## config.mk

```make
export PLATFORM = sky130hd
export DESIGN_NAME = swg_window_gen
export DESIGN_NICKNAME = d
export VERILOG_FILES = /design/src/rtl/swg_pkg.sv /design/src/rtl/swg_store.sv /design/src/rtl/swg_writer.sv /design/src/rtl/swg_reader.sv /design/src/rtl/swg_window_gen.sv
export SDC_FILE = /design/constraint.sdc
export NUM_CORES = 1
export LEC_CHECK = 0
export BUFFER_PORTS_ARGS = -buffer_cell sky130_fd_sc_hd__buf_4
export CORE_MARGIN = 5
export CORE_UTILIZATION = 35
export DETAILED_ROUTE_END_ITERATION = 6
export PLACE_DENSITY = 0.49
export SYNTH_ARGS = -nofsm -noshare
export SYNTH_HDL_FRONTEND = slang
export SYNTH_SLANG_ARGS = --single-unit
```

## constraint.sdc

```tcl
create_clock -name clk -period 3.25 [get_ports clk]
set_clock_uncertainty 0.2 [all_clocks]
set_input_delay 0.325 -clock clk [delete_from_list [all_inputs] [get_ports clk]]
set_output_delay 0.325 -clock clk [all_outputs]
set_load 0.03 [all_outputs]
```

## src/rtl/swg_pkg.sv

```systemverilog
package swg_pkg;

   // Beat interleaving inside one window.
   typedef enum logic {
      ORDER_TAP_MAJOR  = 1'b0,
      ORDER_FOLD_MAJOR = 1'b1
   } beat_order_e;

   // Number of windows over an unpadded line.
   function automatic int win_count(int len, int ker, int stride, int dil);
      return (len - dil * (ker - 1) - 1) / stride + 1;
   endfunction

   // Pixels the ring buffer must hold: one window span plus one stride step.
   function automatic int ring_pixels(int ker, int stride, int dil);
      return dil * (ker - 1) + 1 + stride;
   endfunction

endpackage

```

## src/rtl/swg_store.sv

```systemverilog
module swg_store #(
   parameter int BEAT_W = 16,
   parameter int WORDS  = 8,
   parameter int ADDR_W = 3
) (
   input  logic              clk,
   input  logic              wr_en,
   input  logic [ADDR_W-1:0] wr_addr,
   input  logic [BEAT_W-1:0] wr_data,
   input  logic [ADDR_W-1:0] rd_addr,
   output logic [BEAT_W-1:0] rd_data
);

   logic [BEAT_W-1:0] mem_q [WORDS];

   always_ff @(posedge clk) begin
      if (wr_en) mem_q[wr_addr] <= wr_data;
   end

   assign rd_data = mem_q[rd_addr];

endmodule

```

## src/rtl/swg_writer.sv

```systemverilog
module swg_writer #(
   parameter int FOLDS   = 2,
   parameter int LEN     = 10,
   parameter int BUF_PIX = 4,
   parameter int PIX_W   = 5,
   parameter int SLOT_W  = 2,
   parameter int FOLD_W  = 1,
   parameter int ADDR_W  = 3
) (
   input  logic              clk,
   input  logic              rst_n,
   input  logic              clear,
   input  logic              in_valid,
   output logic              in_ready,
   input  logic [PIX_W-1:0]  rd_lo,
   input  logic              rd_done,
   output logic              wr_en,
   output logic [ADDR_W-1:0] wr_addr,
   output logic [PIX_W-1:0]  wr_pix
);

   logic [PIX_W-1:0]  pix_q;
   logic [FOLD_W-1:0] fold_q;
   logic [SLOT_W-1:0] slot_q;
   logic              room;
   logic              fold_last;

   // A pixel may enter only if it cannot overwrite one still needed by the
   // oldest pending window; once all windows are out, the tail drains freely.
   assign room      = rd_done || (pix_q < rd_lo + PIX_W'(BUF_PIX));
   assign in_ready  = (pix_q < PIX_W'(LEN)) && room;
   assign wr_en     = in_valid && in_ready;
   assign fold_last = (fold_q == FOLD_W'(FOLDS - 1));
   assign wr_addr   = ADDR_W'(slot_q) * ADDR_W'(FOLDS) + ADDR_W'(fold_q);
   assign wr_pix    = pix_q;

   always_ff @(posedge clk or negedge rst_n) begin
      if (!rst_n) begin
         pix_q  <= '0;
         fold_q <= '0;
         slot_q <= '0;
      end else if (clear) begin
         pix_q  <= '0;
         fold_q <= '0;
         slot_q <= '0;
      end else if (wr_en) begin
         if (fold_last) begin
            fold_q <= '0;
            pix_q  <= pix_q + PIX_W'(1);
            slot_q <= (slot_q == SLOT_W'(BUF_PIX - 1)) ? '0 : slot_q + SLOT_W'(1);
         end else begin
            fold_q <= fold_q + FOLD_W'(1);
         end
      end
   end

   // the writer never runs more than the ring depth ahead of the reader
   a_r8_buffer_bound : assert property (@(posedge clk) disable iff (!rst_n)
      !rd_done |-> (pix_q <= rd_lo + PIX_W'(BUF_PIX)));

endmodule

```

## src/rtl/swg_reader.sv

```systemverilog
module swg_reader #(
   parameter int BEAT_W     = 16,
   parameter int FOLDS      = 2,
   parameter int KER        = 3,
   parameter int STRIDE     = 1,
   parameter int DIL        = 1,
   parameter int SPAN       = 3,
   parameter int BUF_PIX    = 4,
   parameter int WINS       = 8,
   parameter int PIX_W      = 5,
   parameter int SLOT_W     = 2,
   parameter int FOLD_W     = 1,
   parameter int TAP_W      = 2,
   parameter int WIN_W      = 4,
   parameter int ADDR_W     = 3,
   parameter bit FOLD_MAJOR = 1'b0
) (
   input  logic              clk,
   input  logic              rst_n,
   input  logic              clear,
   input  logic [PIX_W-1:0]  wr_pix,
   output logic [ADDR_W-1:0] rd_addr,
   input  logic [BEAT_W-1:0] rd_word,
   output logic [PIX_W-1:0]  rd_lo,
   output logic              rd_done,
   output logic              out_valid,
   input  logic              out_ready,
   output logic [BEAT_W-1:0] out_data
);

   logic [WIN_W-1:0]  win_q;
   logic [PIX_W-1:0]  lo_q;
   logic [SLOT_W-1:0] base_q;
   logic [TAP_W-1:0]  tap_q, tap_n;
   logic [FOLD_W-1:0] fold_q, fold_n;
   logic              ov_q;
   logic [BEAT_W-1:0] od_q;

   logic              avail, issue;
   logic              tap_last, fold_last, win_last;
   logic [SLOT_W:0]   tap_sum, base_sum;
   logic [SLOT_W-1:0] tap_slot, base_n;

   assign rd_done   = (win_q == WIN_W'(WINS));
   assign rd_lo     = lo_q;
   assign avail     = !rd_done && (wr_pix >= lo_q + PIX_W'(SPAN));
   assign issue     = avail && (!ov_q || out_ready);
   assign tap_last  = (tap_q == TAP_W'(KER - 1));
   assign fold_last = (fold_q == FOLD_W'(FOLDS - 1));
   assign win_last  = tap_last && fold_last;

   // Ring slot of the tap: window base plus tap*dilation, wrapped once.
   assign tap_sum  = {1'b0, base_q} + (SLOT_W + 1)'(tap_q) * (SLOT_W + 1)'(DIL);
   assign tap_slot = (tap_sum >= (SLOT_W + 1)'(BUF_PIX))
                     ? SLOT_W'(tap_sum - (SLOT_W + 1)'(BUF_PIX)) : SLOT_W'(tap_sum);
   assign base_sum = {1'b0, base_q} + (SLOT_W + 1)'(STRIDE);
   assign base_n   = (base_sum >= (SLOT_W + 1)'(BUF_PIX))
                     ? SLOT_W'(base_sum - (SLOT_W + 1)'(BUF_PIX)) : SLOT_W'(base_sum);
   assign rd_addr  = ADDR_W'(tap_slot) * ADDR_W'(FOLDS) + ADDR_W'(fold_q);

   // Interleaving variant: which counter is the inner loop.
   generate
      if (FOLD_MAJOR) begin : g_fold_major
         always_comb begin
            if (tap_last) begin
               tap_n  = '0;
               fold_n = fold_last ? '0 : fold_q + FOLD_W'(1);
            end else begin
               tap_n  = tap_q + TAP_W'(1);
               fold_n = fold_q;
            end
         end
      end else begin : g_tap_major
         always_comb begin
            if (fold_last) begin
               fold_n = '0;
               tap_n  = tap_last ? '0 : tap_q + TAP_W'(1);
            end else begin
               fold_n = fold_q + FOLD_W'(1);
               tap_n  = tap_q;
            end
         end
      end
   endgenerate

   always_ff @(posedge clk or negedge rst_n) begin
      if (!rst_n) begin
         win_q  <= '0;
         lo_q   <= '0;
         base_q <= '0;
         tap_q  <= '0;
         fold_q <= '0;
         ov_q   <= 1'b0;
         od_q   <= '0;
      end else begin
         if (issue) begin
            od_q   <= rd_word;
            ov_q   <= 1'b1;
            tap_q  <= tap_n;
            fold_q <= fold_n;
            if (win_last) begin
               win_q  <= win_q + WIN_W'(1);
               lo_q   <= lo_q + PIX_W'(STRIDE);
               base_q <= base_n;
            end
         end else if (out_ready) begin
            ov_q <= 1'b0;
         end
         if (clear) begin
            win_q  <= '0;
            lo_q   <= '0;
            base_q <= '0;
            tap_q  <= '0;
            fold_q <= '0;
         end
      end
   end

   assign out_valid = ov_q;
   assign out_data  = od_q;

   // a stalled beat stays put
   a_r7_hold : assert property (@(posedge clk) disable iff (!rst_n)
      (ov_q && !out_ready) |=> (ov_q && $stable(od_q)));

   // a beat only disappears after the consumer took it
   a_r7_no_drop : assert property (@(posedge clk) disable iff (!rst_n)
      $fell(ov_q) |-> $past(out_ready));

endmodule

```

## src/rtl/swg_window_gen.sv

```systemverilog
module swg_window_gen
   import swg_pkg::*;
#(
   parameter int ELEM_W    = 8,
   parameter int CH        = 4,
   parameter int SIMD      = 2,
   parameter int IMG_H     = 1,
   parameter int IMG_W     = 10,
   parameter int KER_H     = 1,
   parameter int KER_W     = 3,
   parameter int STR_H     = 1,
   parameter int STR_W     = 1,
   parameter int DIL_H     = 1,
   parameter int DIL_W     = 1,
   parameter bit DEPTHWISE = 1'b0
) (
   input  logic                   clk,
   input  logic                   rst_n,
   input  logic                   in_valid,
   output logic                   in_ready,
   input  logic [SIMD*ELEM_W-1:0] in_data,
   output logic                   out_valid,
   input  logic                   out_ready,
   output logic [SIMD*ELEM_W-1:0] out_data
);

   // The unit axis contributes a factor of one, so products give the line.
   localparam int LEN     = IMG_H * IMG_W;
   localparam int KER     = KER_H * KER_W;
   localparam int STRIDE  = STR_H * STR_W;
   localparam int DIL     = DIL_H * DIL_W;
   localparam int FOLDS   = CH / SIMD;
   localparam int BEAT_W  = SIMD * ELEM_W;
   localparam int SPAN    = DIL * (KER - 1) + 1;
   localparam int BUF_PIX = ring_pixels(KER, STRIDE, DIL);
   localparam int WINS    = win_count(LEN, KER, STRIDE, DIL);
   localparam int WORDS   = BUF_PIX * FOLDS;
   localparam int PIX_W   = $clog2(LEN + BUF_PIX + STRIDE + 1) + 1;
   localparam int SLOT_W  = $clog2(BUF_PIX);
   localparam int FOLD_W  = (FOLDS > 1) ? $clog2(FOLDS) : 1;
   localparam int TAP_W   = (KER > 1) ? $clog2(KER) : 1;
   localparam int WIN_W   = $clog2(WINS + 1);
   localparam int ADDR_W  = $clog2(WORDS);
   localparam beat_order_e ORDER = DEPTHWISE ? ORDER_FOLD_MAJOR : ORDER_TAP_MAJOR;

   // Elaboration-time parameter checks.
   generate
      if (CH % SIMD != 0) begin : g_bad_lanes
         $error("channel count must be a multiple of the lane count");
      end
      if (IMG_H != 1 && IMG_W != 1) begin : g_bad_shape
         $error("one image dimension must be 1");
      end
      if (IMG_H == 1) begin : g_axis_w
         if (KER_H != 1 || STR_H != 1 || DIL_H != 1) begin : g_bad_unit
            $error("kernel, stride and dilation must be 1 on the unit axis");
         end
      end else begin : g_axis_h
         if (KER_W != 1 || STR_W != 1 || DIL_W != 1) begin : g_bad_unit
            $error("kernel, stride and dilation must be 1 on the unit axis");
         end
      end
      if (DIL > 1 && STRIDE > 1) begin : g_bad_combo
         $error("dilation above 1 cannot be combined with stride above 1");
      end
      if (SPAN > LEN) begin : g_bad_span
         $error("dilated kernel span exceeds the line length");
      end
   endgenerate

   logic              clear;
   logic              wr_en;
   logic [ADDR_W-1:0] wr_addr, rd_addr;
   logic [PIX_W-1:0]  wr_pix, rd_lo;
   logic              rd_done;
   logic [BEAT_W-1:0] rd_word;

   // Image boundary: every pixel taken and every window issued.
   assign clear = (wr_pix == PIX_W'(LEN)) && rd_done;

   swg_writer #(
      .FOLDS(FOLDS), .LEN(LEN), .BUF_PIX(BUF_PIX), .PIX_W(PIX_W),
      .SLOT_W(SLOT_W), .FOLD_W(FOLD_W), .ADDR_W(ADDR_W)
   ) u_writer (
      .clk(clk), .rst_n(rst_n), .clear(clear),
      .in_valid(in_valid), .in_ready(in_ready),
      .rd_lo(rd_lo), .rd_done(rd_done),
      .wr_en(wr_en), .wr_addr(wr_addr), .wr_pix(wr_pix)
   );

   swg_store #(
      .BEAT_W(BEAT_W), .WORDS(WORDS), .ADDR_W(ADDR_W)
   ) u_store (
      .clk(clk), .wr_en(wr_en), .wr_addr(wr_addr), .wr_data(in_data),
      .rd_addr(rd_addr), .rd_data(rd_word)
   );

   swg_reader #(
      .BEAT_W(BEAT_W), .FOLDS(FOLDS), .KER(KER), .STRIDE(STRIDE), .DIL(DIL),
      .SPAN(SPAN), .BUF_PIX(BUF_PIX), .WINS(WINS), .PIX_W(PIX_W),
      .SLOT_W(SLOT_W), .FOLD_W(FOLD_W), .TAP_W(TAP_W), .WIN_W(WIN_W),
      .ADDR_W(ADDR_W), .FOLD_MAJOR(ORDER == ORDER_FOLD_MAJOR)
   ) u_reader (
      .clk(clk), .rst_n(rst_n), .clear(clear),
      .wr_pix(wr_pix), .rd_addr(rd_addr), .rd_word(rd_word),
      .rd_lo(rd_lo), .rd_done(rd_done),
      .out_valid(out_valid), .out_ready(out_ready), .out_data(out_data)
   );

   // an image boundary returns both sides to their initial state
   a_r9_restart : assert property (@(posedge clk) disable iff (!rst_n)
      ((wr_pix == PIX_W'(LEN)) && rd_done) |=> ((wr_pix == '0) && !rd_done && (rd_lo == '0)));

endmodule

```

==> qor.yml, run 1 <==
yosys:
  yosysMostFrequentCell: "edfxtp_1"
  synth_seq_cells: 167
  synthTopCellsByCount: "128 x edfxtp_1, 39 x dfrtp_1, 34 x nand2_1"
  syn_nets: 446
  yosysWarnings: 0
  synthArstFlopShare_pct: 23.4
  yosys-top-cells-area: "edfxtp_1 55%, dfrtp_1 14%, mux4_2 10%, ha_1 3.9%, mux2i_1 3.6%"
  synth_cells: 404
  seq_area_frac_synth_pct: 69.1
  synth_area_per_cell_sq_um: 17.3
  synth_top_area_share_pct: 55.1
  synth_ff_type: "edfxtp_1"
  yosys.cell_types.count: 40
  netlist_area_sq_mm: 0.00698
  synth_edf_count: 128
  yosysTopAreaCell: "edfxtp_1"
power_and_ir_drop:
  p_leak_nw: 3.23
  power_mw: 4.79
  peakVddDrop_mv: 0.396
  power.density_mw_per_mm2: 574
worst_setup_path:
  cp_slowest_cell: "dfrtp_1"
  arrival_ns: 2.40
  critPathLaunchType: "register"
  r2r_end: "u_store.mem_q[6][3]$_DFFE_PP_"
  r2r_cells: 9
  worstSetupStartpoint: "u_reader.rd_lo[2]$_DFFE_PN0P_"
  r2r_setup_slack_ns: 0.35
  crit_path_max_fanout: 7
  endpoint_kind: "output pin"
  r2r-start: "u_reader.rd_lo[2]$_DFFE_PN0P_"
  crit_chain: "ha_1 > xnor2_1 > ha_1 > a21oi_1 > nor2_1 > nor4_1 > buf_4"
  cp_common_cell: "ha_1"
  cp_slowest_stage_delay_ns: 0.45
  crit_required_ns: 2.72
  timing_worst_setup_path_type: "register to output pin"
cts:
  cts_tree: "built"
  cts_root_buffer: "clkbuf_16"
  clock_path_buffers: 2
  cts_setup_buffers: 0
  numCtsBuffers: 17
  cts_max_level: 4
  clk_pin_slew_ns: 0.06
  clkLatencyLatePin_ns: 0.42
  cts_resized: 0
  clock-sinks: 167
route:
  drt_iter0_drc: 187
  ant_nets: 0
  num_vias: 3533
  drc: 0
  via_per_inst: 4.70
  wl_per_cell_microns: 18.0
  dr.pass1.iters: 4
  wirelength_microns: 13500
worst_hold_path:
  min_delay_path_depth: 3
  min_from: "out_ready"
  min-delay-path-class: "input port to register"
  min_to: "u_reader.out_valid$_DFFE_PN0P_"
grt:
  grt_usage_pct: 12.9
  grt_overflow_total: 0
  antenna_found_initial: 0
  grt_start_max_net_pins: 41
  grt_first_pass_wirelength_microns: 21600
  grt_pass1_vias: 3781
floorplan:
  initial_utilization_pct: 35.7
  boundaryPins: 38
  die_width_microns: 151
  die_y_microns: 151
  rows: 51
  fp.coreArea_sq_mm: 0.0195
  die-area_sq_mm: 0.0229
sta:
  holdWs_ns: 0.111
  fin_crit_sh_pct: 90.1
  slew_headroom_pct: 59.2
  slew_viol_final: 0
  rsz0062_at_grt: "false"
  clock.fmax_ghz: 0.342
  tightest_slew_ns: 0.612
  setup_tns_ns: 0
  min_period_ns: 2.93
  hold_violations: 0
  setup_viol: 0
finish:
  fill_cells: 1821
  postLayoutCoreUtil_pct: 42.8
  area.sequential_sq_mm: 0.00482
  nets: 517
  area_delta_synth_final_pct: 19.7
  final_area_sq_mm: 0.00835
  diodes: 0
  layout-drive-gt1-share_pct: 25.9
  multi_input_area_sq_mm: 0.00200
job:
  maxCapViolCount: 0
place:
  post-dp-hpwl_microns: 8270
  portBuffers: 37
  gp_congestion: 0.728
  placed_area_sq_mm: 0.00763
run_status:
  outcome: "finished, final reports clean"
per-stage QoR:
step           cells  setup slack, ns
3_5_place_dp     704            0.322
3_3_place_gp     704            0.366
2_1_floorplan    404            0.465
4_1_cts          752            0.293
6_report         752            0.323
5_1_grt          752           0.0857
cell families after synthesis:
family | Yosys count | synth area share [%]
flops | 167 | 69.1
simple gates | 79 | 5.43
mux | 59 | 14.2
compound gates | 38 | 3.53
buf+inv | 30 | 2.24
fa+ha+maj | 22 | 3.95
xor+xnor | 9 | 1.51
worst max-delay path by stage:
stage / end / slack (ns)
after detailed placement: u_store.mem_q[4][3]$_DFFE_PP_ / 0.32
after CTS: in_ready / 0.29
after global routing: u_store.mem_q[4][3]$_DFFE_PP_ / 0.09
after floorplan: u_store.mem_q[6][0]$_DFFE_PP_ / 0.46
final: in_ready / 0.32
after global placement: u_store.mem_q[6][7]$_DFFE_PP_ / 0.37
state kept, by name, summed over array words and instances, names as in the netlist, 2 cells and up:
| signal | count |
|---|---|
| u_reader.base_q | 2 |
| u_reader.out_data | 16 |
| u_reader.rd_lo | 5 |
| u_reader.tap_q | 2 |
| u_writer.slot_q | 2 |
| u_reader.win_q | 4 |
| u_store.mem_q | 128 |
| u_writer.wr_pix | 5 |
placed cells by master (no fill, tap or decap), types with 3 or more instances in the layout:
cell and n:
o21ai_1 6, nand2_1 33, clkinvlp_4 4, inv_6 3, mux4_2 32, ha_1 22, nand3_1 5, dfrtp_1 38
buf_4 49, nor2_1 18, nor2b_1 4, o21ai_0 12, edfxtp_1 128, a21oi_1 4, buf_12 3, xnor2_1 5
mux2i_1 25, dlygate4sd3_1 17, inv_1 13, o41ai_1 3, o211ai_1 5, clkbuf_16 17, and2_1 8
worst max-delay path: cells and delay by family, from the launching register on:
family	cells	cell delay, ns
adders and majority gates	2	0.56
and+or+nand+nor	2	0.46
DFF	1	0.45
buffers and inverters	1	0.24
xor gates and xnor gates	1	0.14
AOI/OAI and AO/OA	1	0.13
where the power goes:
part	internal (mW)	switching, mW
combinational	0.185	0.241
clock	1.02	0.832
sequential	2.44	0.0721
area by class of cell:
type | count | area share [%]
inverter | 13 | 0.584
multi-input combinational | 207 | 24.0
tap | 265 | 3.97
timing repair buffer | 69 | 7.16
sequential | 167 | 57.7
clock inverter | 12 | 1.14
clock buffer | 19 | 5.42
timing repair:
| action | 4_1_cts | 5_1_grt |
|---|---|---|
| endpoints found under the hold margin | 167 | 0 |
| setup endpoints to repair | 0 | 0 |
| hold buffers | 17 | 0 |
per-layer routing:
| layer | wire [microns] | global-route usage [%] | share of wire (%) |
|---|---|---|---|
| met4 | 136 | 3.94 | 1.0 |
| met1 | 6330 | 17.1 | 47 |
| met5 | 0 | 0 | 0 |
| met2 | 6690 | 21.2 | 50 |
| met3 | 351 | 2.90 | 2.6 |
Power figures use the tool's default switching activity.
==> run 2: changes to the inputs <==
--- a/config.mk
+++ b/config.mk
@@ -7,9 +7,9 @@
 export LEC_CHECK = 0
 export BUFFER_PORTS_ARGS = -buffer_cell sky130_fd_sc_hd__buf_4
 export CORE_MARGIN = 5
-export CORE_UTILIZATION = 35
+export CORE_UTILIZATION = 34
 export DETAILED_ROUTE_END_ITERATION = 6
-export PLACE_DENSITY = 0.49
+export PLACE_DENSITY = 0.47
 export SYNTH_ARGS = -nofsm -noshare
 export SYNTH_HDL_FRONTEND = slang
 export SYNTH_SLANG_ARGS = --single-unit
==> run 2 against run 1 <==
First-iteration DRC count fell by 27%. Clock-buffer cell count fell by 2. Non-clock buffer count did not move. Maximum frequency rose by 1.3%. Power rose by 2.4%. Clock power rose by 5%. Critical path depth did not move. Largest power group unchanged.
==> qor.yml, run 2 (synthesis gave the netlist of run 1 again) <==
run_status:
  outcome: "finished, final reports clean"
sta:
  min_period_ns: 2.89
  hold_violations: 0
  tightest_slew_ns: 0.666
  setup_tns_ns: 0
  slew_viol_final: 0
  setup_viol: 0
  fin_crit_sh_pct: 88.9
  clock.fmax_ghz: 0.346
  layout_setup_ws_ns: 0.360
  rsz0062_at_grt: "false"
  slew_headroom_pct: 55.4
worst_setup_path:
  cp_slowest_stage_delay_ns: 0.46
  critPathLaunchType: "register"
  crit_chain: "ha_1 > xnor2_1 > ha_1 > a21oi_1 > nor2_1 > nor4_1 > buf_4"
  arrival_ns: 2.37
  timing_worst_setup_path_type: "register to output pin"
  worstSetupStartpoint: "u_reader.rd_lo[2]$_DFFE_PN0P_"
  endpoint_kind: "output pin"
  r2r-start: "u_reader.rd_lo[2]$_DFFE_PN0P_"
  crit_required_ns: 2.72
  cp_slowest_cell: "dfrtp_1"
  crit_path_max_fanout: 7
  cp_common_cell: "ha_1"
route:
  via_per_inst: 4.81
  drt_iter0_drc: 136
  ant_nets: 0
  wirelength_microns: 13800
  drc: 0
  wl_per_cell_microns: 18.2
  dr.pass1.iters: 4
  num_vias: 3649
floorplan:
  die-area_sq_mm: 0.0235
  die_y_microns: 153
  rows: 52
  die_width_microns: 153
  initial_utilization_pct: 34.5
  boundaryPins: 38
  fp.coreArea_sq_mm: 0.0202
finish:
  max_flop_register: "u_store.mem_q"
  diodes: 0
  area_delta_synth_final_pct: 21.5
  largest_reg_flops: 128
  layout_common_cells: "128 x edfxtp_1, 42 x buf_4, 38 x dfrtp_1"
  final_common_cell: "edfxtp_1"
  nets: 517
  postLayoutCoreUtil_pct: 41.9
  layout-drive-gt1-share_pct: 26.0
power_and_ir_drop:
  power_mw: 4.91
  power.density_mw_per_mm2: 579
  p_leak_nw: 3.27
  peakVddDrop_mv: 0.341
cts:
  clock-sinks: 167
  numCtsBuffers: 17
  clock_path_buffers: 2
  cts_root_buffer: "clkbuf_16"
  cts_tree: "built"
  clk_pin_slew_ns: 0.07
  cts_max_level: 4
  clkLatencyLatePin_ns: 0.42
  cts_resized: 0
place:
  pre_cts_ws_ns: 0.422
  gp_congestion: 0.703
  post-dp-hpwl_microns: 8310
  portBuffers: 37
grt:
  grt_first_pass_wirelength_microns: 22100
  grt_overflow_total: 0
  antenna_found_initial: 0
  grt_start_max_net_pins: 40
  grt_pass1_vias: 3870
  grt_usage_pct: 12.3
job:
  maxCapViolCount: 0
worst_hold_path:
  min_from: "out_ready"
  min-delay-path-class: "input port to register"
-- run 2: final cells by class --
cell class                      count  area [sq um]
Timing Repair Buffer               69           686
Fill cell                        1804         11800
Sequential cell                   167          4820
Multi-Input combinational cell    207          2000
Tap cell                          270           338
Clock buffer                       17           425
Clock inverter                     15           158
Inverter                           13          48.8
-- run 2: report_power, final --
part,switching [mW],leakage (nW),internal [mW]
clock network,0.929,0.287,1.03
registers,0.0746,1.64,2.44
logic,0.244,1.35,0.199
total,1.25,3.27,3.66
-- run 2: worst max-delay path: cells and delay by family (launching register included) --
kind	cells	cell delay [ns]
buffers and inverters	1	0.23
xor gates and xnor gates	1	0.14
adders and majority gates	2	0.56
DFF	1	0.46
AOI/OAI and AO/OA	1	0.13
and+or+nand+nor	2	0.41
-- run 2: worst paths after layout --
| kind | end | slack [ns] | cells past startpoint |
|---|---|---|---|
| worst max register to register | u_store.mem_q[2][12]$_DFFE_PP_ | 0.40 | 9 |
| max in group asynchronous | u_reader.fold_last$_DFFE_PN0P_ | 2.17 | 2 |
| min in group asynchronous | u_reader.out_valid$_DFFE_PN0P_ | 0.24 | 2 |
| worst max-delay path | in_ready | 0.36 | 7 |
| worst min-delay path | u_reader.out_valid$_DFFE_PN0P_ | 0.09 | 3 |
| worst min register to register | u_reader.out_data[12]$_DFFE_PN0P_ | 0.28 | 2 |
-- run 2: what timing repair did --
action                                 4_1_cts  5_1_grt
hold buffers                                17        0
setup buffers                                0        0
endpoints found under the hold margin      167        0
-- run 2: through the flow --
step / hold WS, ns / cells / cell area (sq um)
global placement: 0.162 / 709 / 7720
CTS: 0.0677 / 758 / 8480
detailed placement: 0.168 / 709 / 7720
floorplan: -0.171 / 404 / 6980
finish: 0.0942 / 758 / 8480
global route: 0.0862 / 758 / 8480
-- run 2: per-layer routing --
layer | global-route usage (%) | up-vias | wire length (microns)
met5 | 0 | - | 0
met4 | 2.93 | 0 | 99
met3 | 3.59 | 6 | 375
met2 | 19.8 | 39 | 6750
met1 | 16.6 | 1906 | 6600
li1 | - | 1698 | -
==> run 3: changes to the inputs <==
--- a/config.mk
+++ b/config.mk
@@ -6,10 +6,12 @@
 export NUM_CORES = 1
 export LEC_CHECK = 0
 export BUFFER_PORTS_ARGS = -buffer_cell sky130_fd_sc_hd__buf_4
+export CELL_PAD_IN_SITES_DETAIL_PLACEMENT = 2
+export CELL_PAD_IN_SITES_GLOBAL_PLACEMENT = 2
 export CORE_MARGIN = 5
 export CORE_UTILIZATION = 34
 export DETAILED_ROUTE_END_ITERATION = 6
-export PLACE_DENSITY = 0.47
+export PLACE_DENSITY = 0.59
 export SYNTH_ARGS = -nofsm -noshare
 export SYNTH_HDL_FRONTEND = slang
 export SYNTH_SLANG_ARGS = --single-unit
==> run 3 against run 2 <==
Wire length is 10% higher. Global-route usage increased by 1.5 points. Combinational power hardly changed. Critical path type unchanged.
==> qor.yml, run 3 (synthesis gave the netlist of run 1 again) <==
run_status:
  outcome: "finished, final reports clean"
job:
  maxCapViolCount: 0
grt:
  grt_first_pass_wirelength_microns: 24800
  grt_start_max_net_pins: 40
  antenna_found_initial: 0
  grt_pass1_vias: 4179
  grt_usage_pct: 13.8
  grt_overflow_total: 0
cts:
  clock_path_buffers: 2
  cts_root_buffer: "clkbuf_16"
  numCtsBuffers: 17
  clkLatencyLatePin_ns: 0.43
  clock-sinks: 167
  cts_resized: 0
  cts_setup_buffers: 0
  cts_tree: "built"
  cts_max_level: 4
  clk_pin_slew_ns: 0.08
floorplan:
  rows: 52
  initial_utilization_pct: 34.5
  die-area_sq_mm: 0.0235
  die_width_microns: 153
  boundaryPins: 38
  die_y_microns: 153
  fp.coreArea_sq_mm: 0.0202
finish:
  layout-drive-gt1-share_pct: 26.2
  final_common_cell: "edfxtp_1"
  layout.cells.non_filler: 759
  max_flop_register: "u_store.mem_q"
  area.sequential_sq_mm: 0.00482
  fill_cells: 1965
  largest_reg_flops: 128
  diodes: 0
  nets: 518
  postLayoutCoreUtil_pct: 41.7
  area_delta_synth_final_pct: 21.0
  layout_common_cells: "128 x edfxtp_1, 48 x buf_4, 38 x dfrtp_1"
  multi_input_area_sq_mm: 0.00200
place:
  numPlacedInstances: 710
  pre_cts_ws_ns: 0.291
  gp_congestion: 0.729
  post-dp-hpwl_microns: 9800
  portBuffers: 37
worst_setup_path:
  cp_slowest_stage_delay_ns: 0.47
  critPathLaunchType: "register"
  cp_slowest_cell: "dfrtp_1"
  path_delay_family: "adder cells"
  timing_worst_setup_path_type: "register to output pin"
  cp_common_cell: "ha_1"
  endpoint_kind: "output pin"
  crit_chain: "ha_1 > xnor2_1 > ha_1 > a21oi_1 > nor2_1 > nor4_1 > buf_4"
  crit_buf_inv: 1
  arrival_ns: 2.44
  crit_required_ns: 2.72
  crit_path_max_fanout: 7
route:
  dr.pass1.iters: 4
  wl_per_cell_microns: 20.1
  num_vias: 3704
  drc: 0
  drt_iter0_drc: 135
  ant_nets: 0
  via_per_inst: 4.88
  wirelength_microns: 15300
sta:
  layout_setup_ws_ns: 0.289
  fin_crit_sh_pct: 91.1
  setup_viol: 0
  min_period_ns: 2.96
  rsz0062_at_grt: "false"
  clock.fmax_ghz: 0.338
  hold_violations: 0
  slew_viol_final: 0
  setup_tns_ns: 0
  tightest_slew_ns: 0.653
  slew_headroom_pct: 56.4
power_and_ir_drop:
  power_mw: 4.97
  peakVddDrop_mv: 0.319
  power.density_mw_per_mm2: 588
  p_leak_nw: 3.27
worst_hold_path:
  min-delay-path-class: "input port to register"
==> run 3: changes by cell type in the layout (fill, tap and decap cells not counted), sizes merged <==
cell	previous run	this run
clkinv	7	6
clkinvlp	0	1
buf	52	53
==> run 3: tightest hold or removal path, stage by stage <==
cell     delay, ns
buf_4         0.08
nor2b_1       0.06
a211o_1       0.23
==> run 3: final cells by class <==
class	count	share of cell area, %
clock buffers	17	5.04
clock inverters	15	2.10
inverters	13	0.578
multi-input cells	207	23.7
flip-flops and latches	167	57.1
well taps	270	4.00
repair buffers	70	7.47
==> run 3: report_power, final <==
group / internal (mW) / switching [mW] / leakage (nW)
clock: 1.04 / 0.966 / 0.292
combinational: 0.188 / 0.254 / 1.34
sequential: 2.44 / 0.0776 / 1.64
total: 3.67 / 1.30 / 3.27
==> run 3: final timing paths <==
path | start | to | slack [ns] | cells after the start
hold / removal | out_ready | u_reader.out_valid$_DFFE_PN0P_ | 0.09 | 3
max in group asynchronous | rst_n | u_reader.fold_last$_DFFE_PN0P_ | 2.19 | 2
setup reg to reg | u_reader.rd_lo[2]$_DFFE_PN0P_ | u_store.mem_q[4][9]$_DFFE_PP_ | 0.29 | 9
hold reg to reg | u_reader.win_q[3]$_DFFE_PN0P_ | u_reader.win_q[3]$_DFFE_PN0P_ | 0.29 | 1
min in group asynchronous | rst_n | u_reader.out_valid$_DFFE_PN0P_ | 0.24 | 2
setup / recovery | u_reader.rd_lo[2]$_DFFE_PN0P_ | in_ready | 0.29 | 7
==> run 3: per-layer routing <==
| metal | routed length (microns) | global-route usage, % | vias up |
|---|---|---|---|
| li1 | - | - | 1695 |
| met3 | 415 | 3.14 | 10 |
| met5 | 0 | 0 | - |
| met1 | 7010 | 18.4 | 1951 |
| met2 | 7700 | 22.8 | 48 |
| met4 | 149 | 3.69 | 0 |
==> run 3: timing repair <==
action	CTS	global route
hold buffers	17	0
setup endpoints to repair	0	0
hold endpoints to repair	167	0
==> run 3: per-stage QoR <==
stage | hold slack (ns) | area [sq um]
CTS | 0.0745 | 8440
floorplan | -0.171 | 6980
detailed placement | 0.175 | 7670
global route | 0.0980 | 8440
global placement | 0.172 | 7670
finish | 0.0943 | 8440
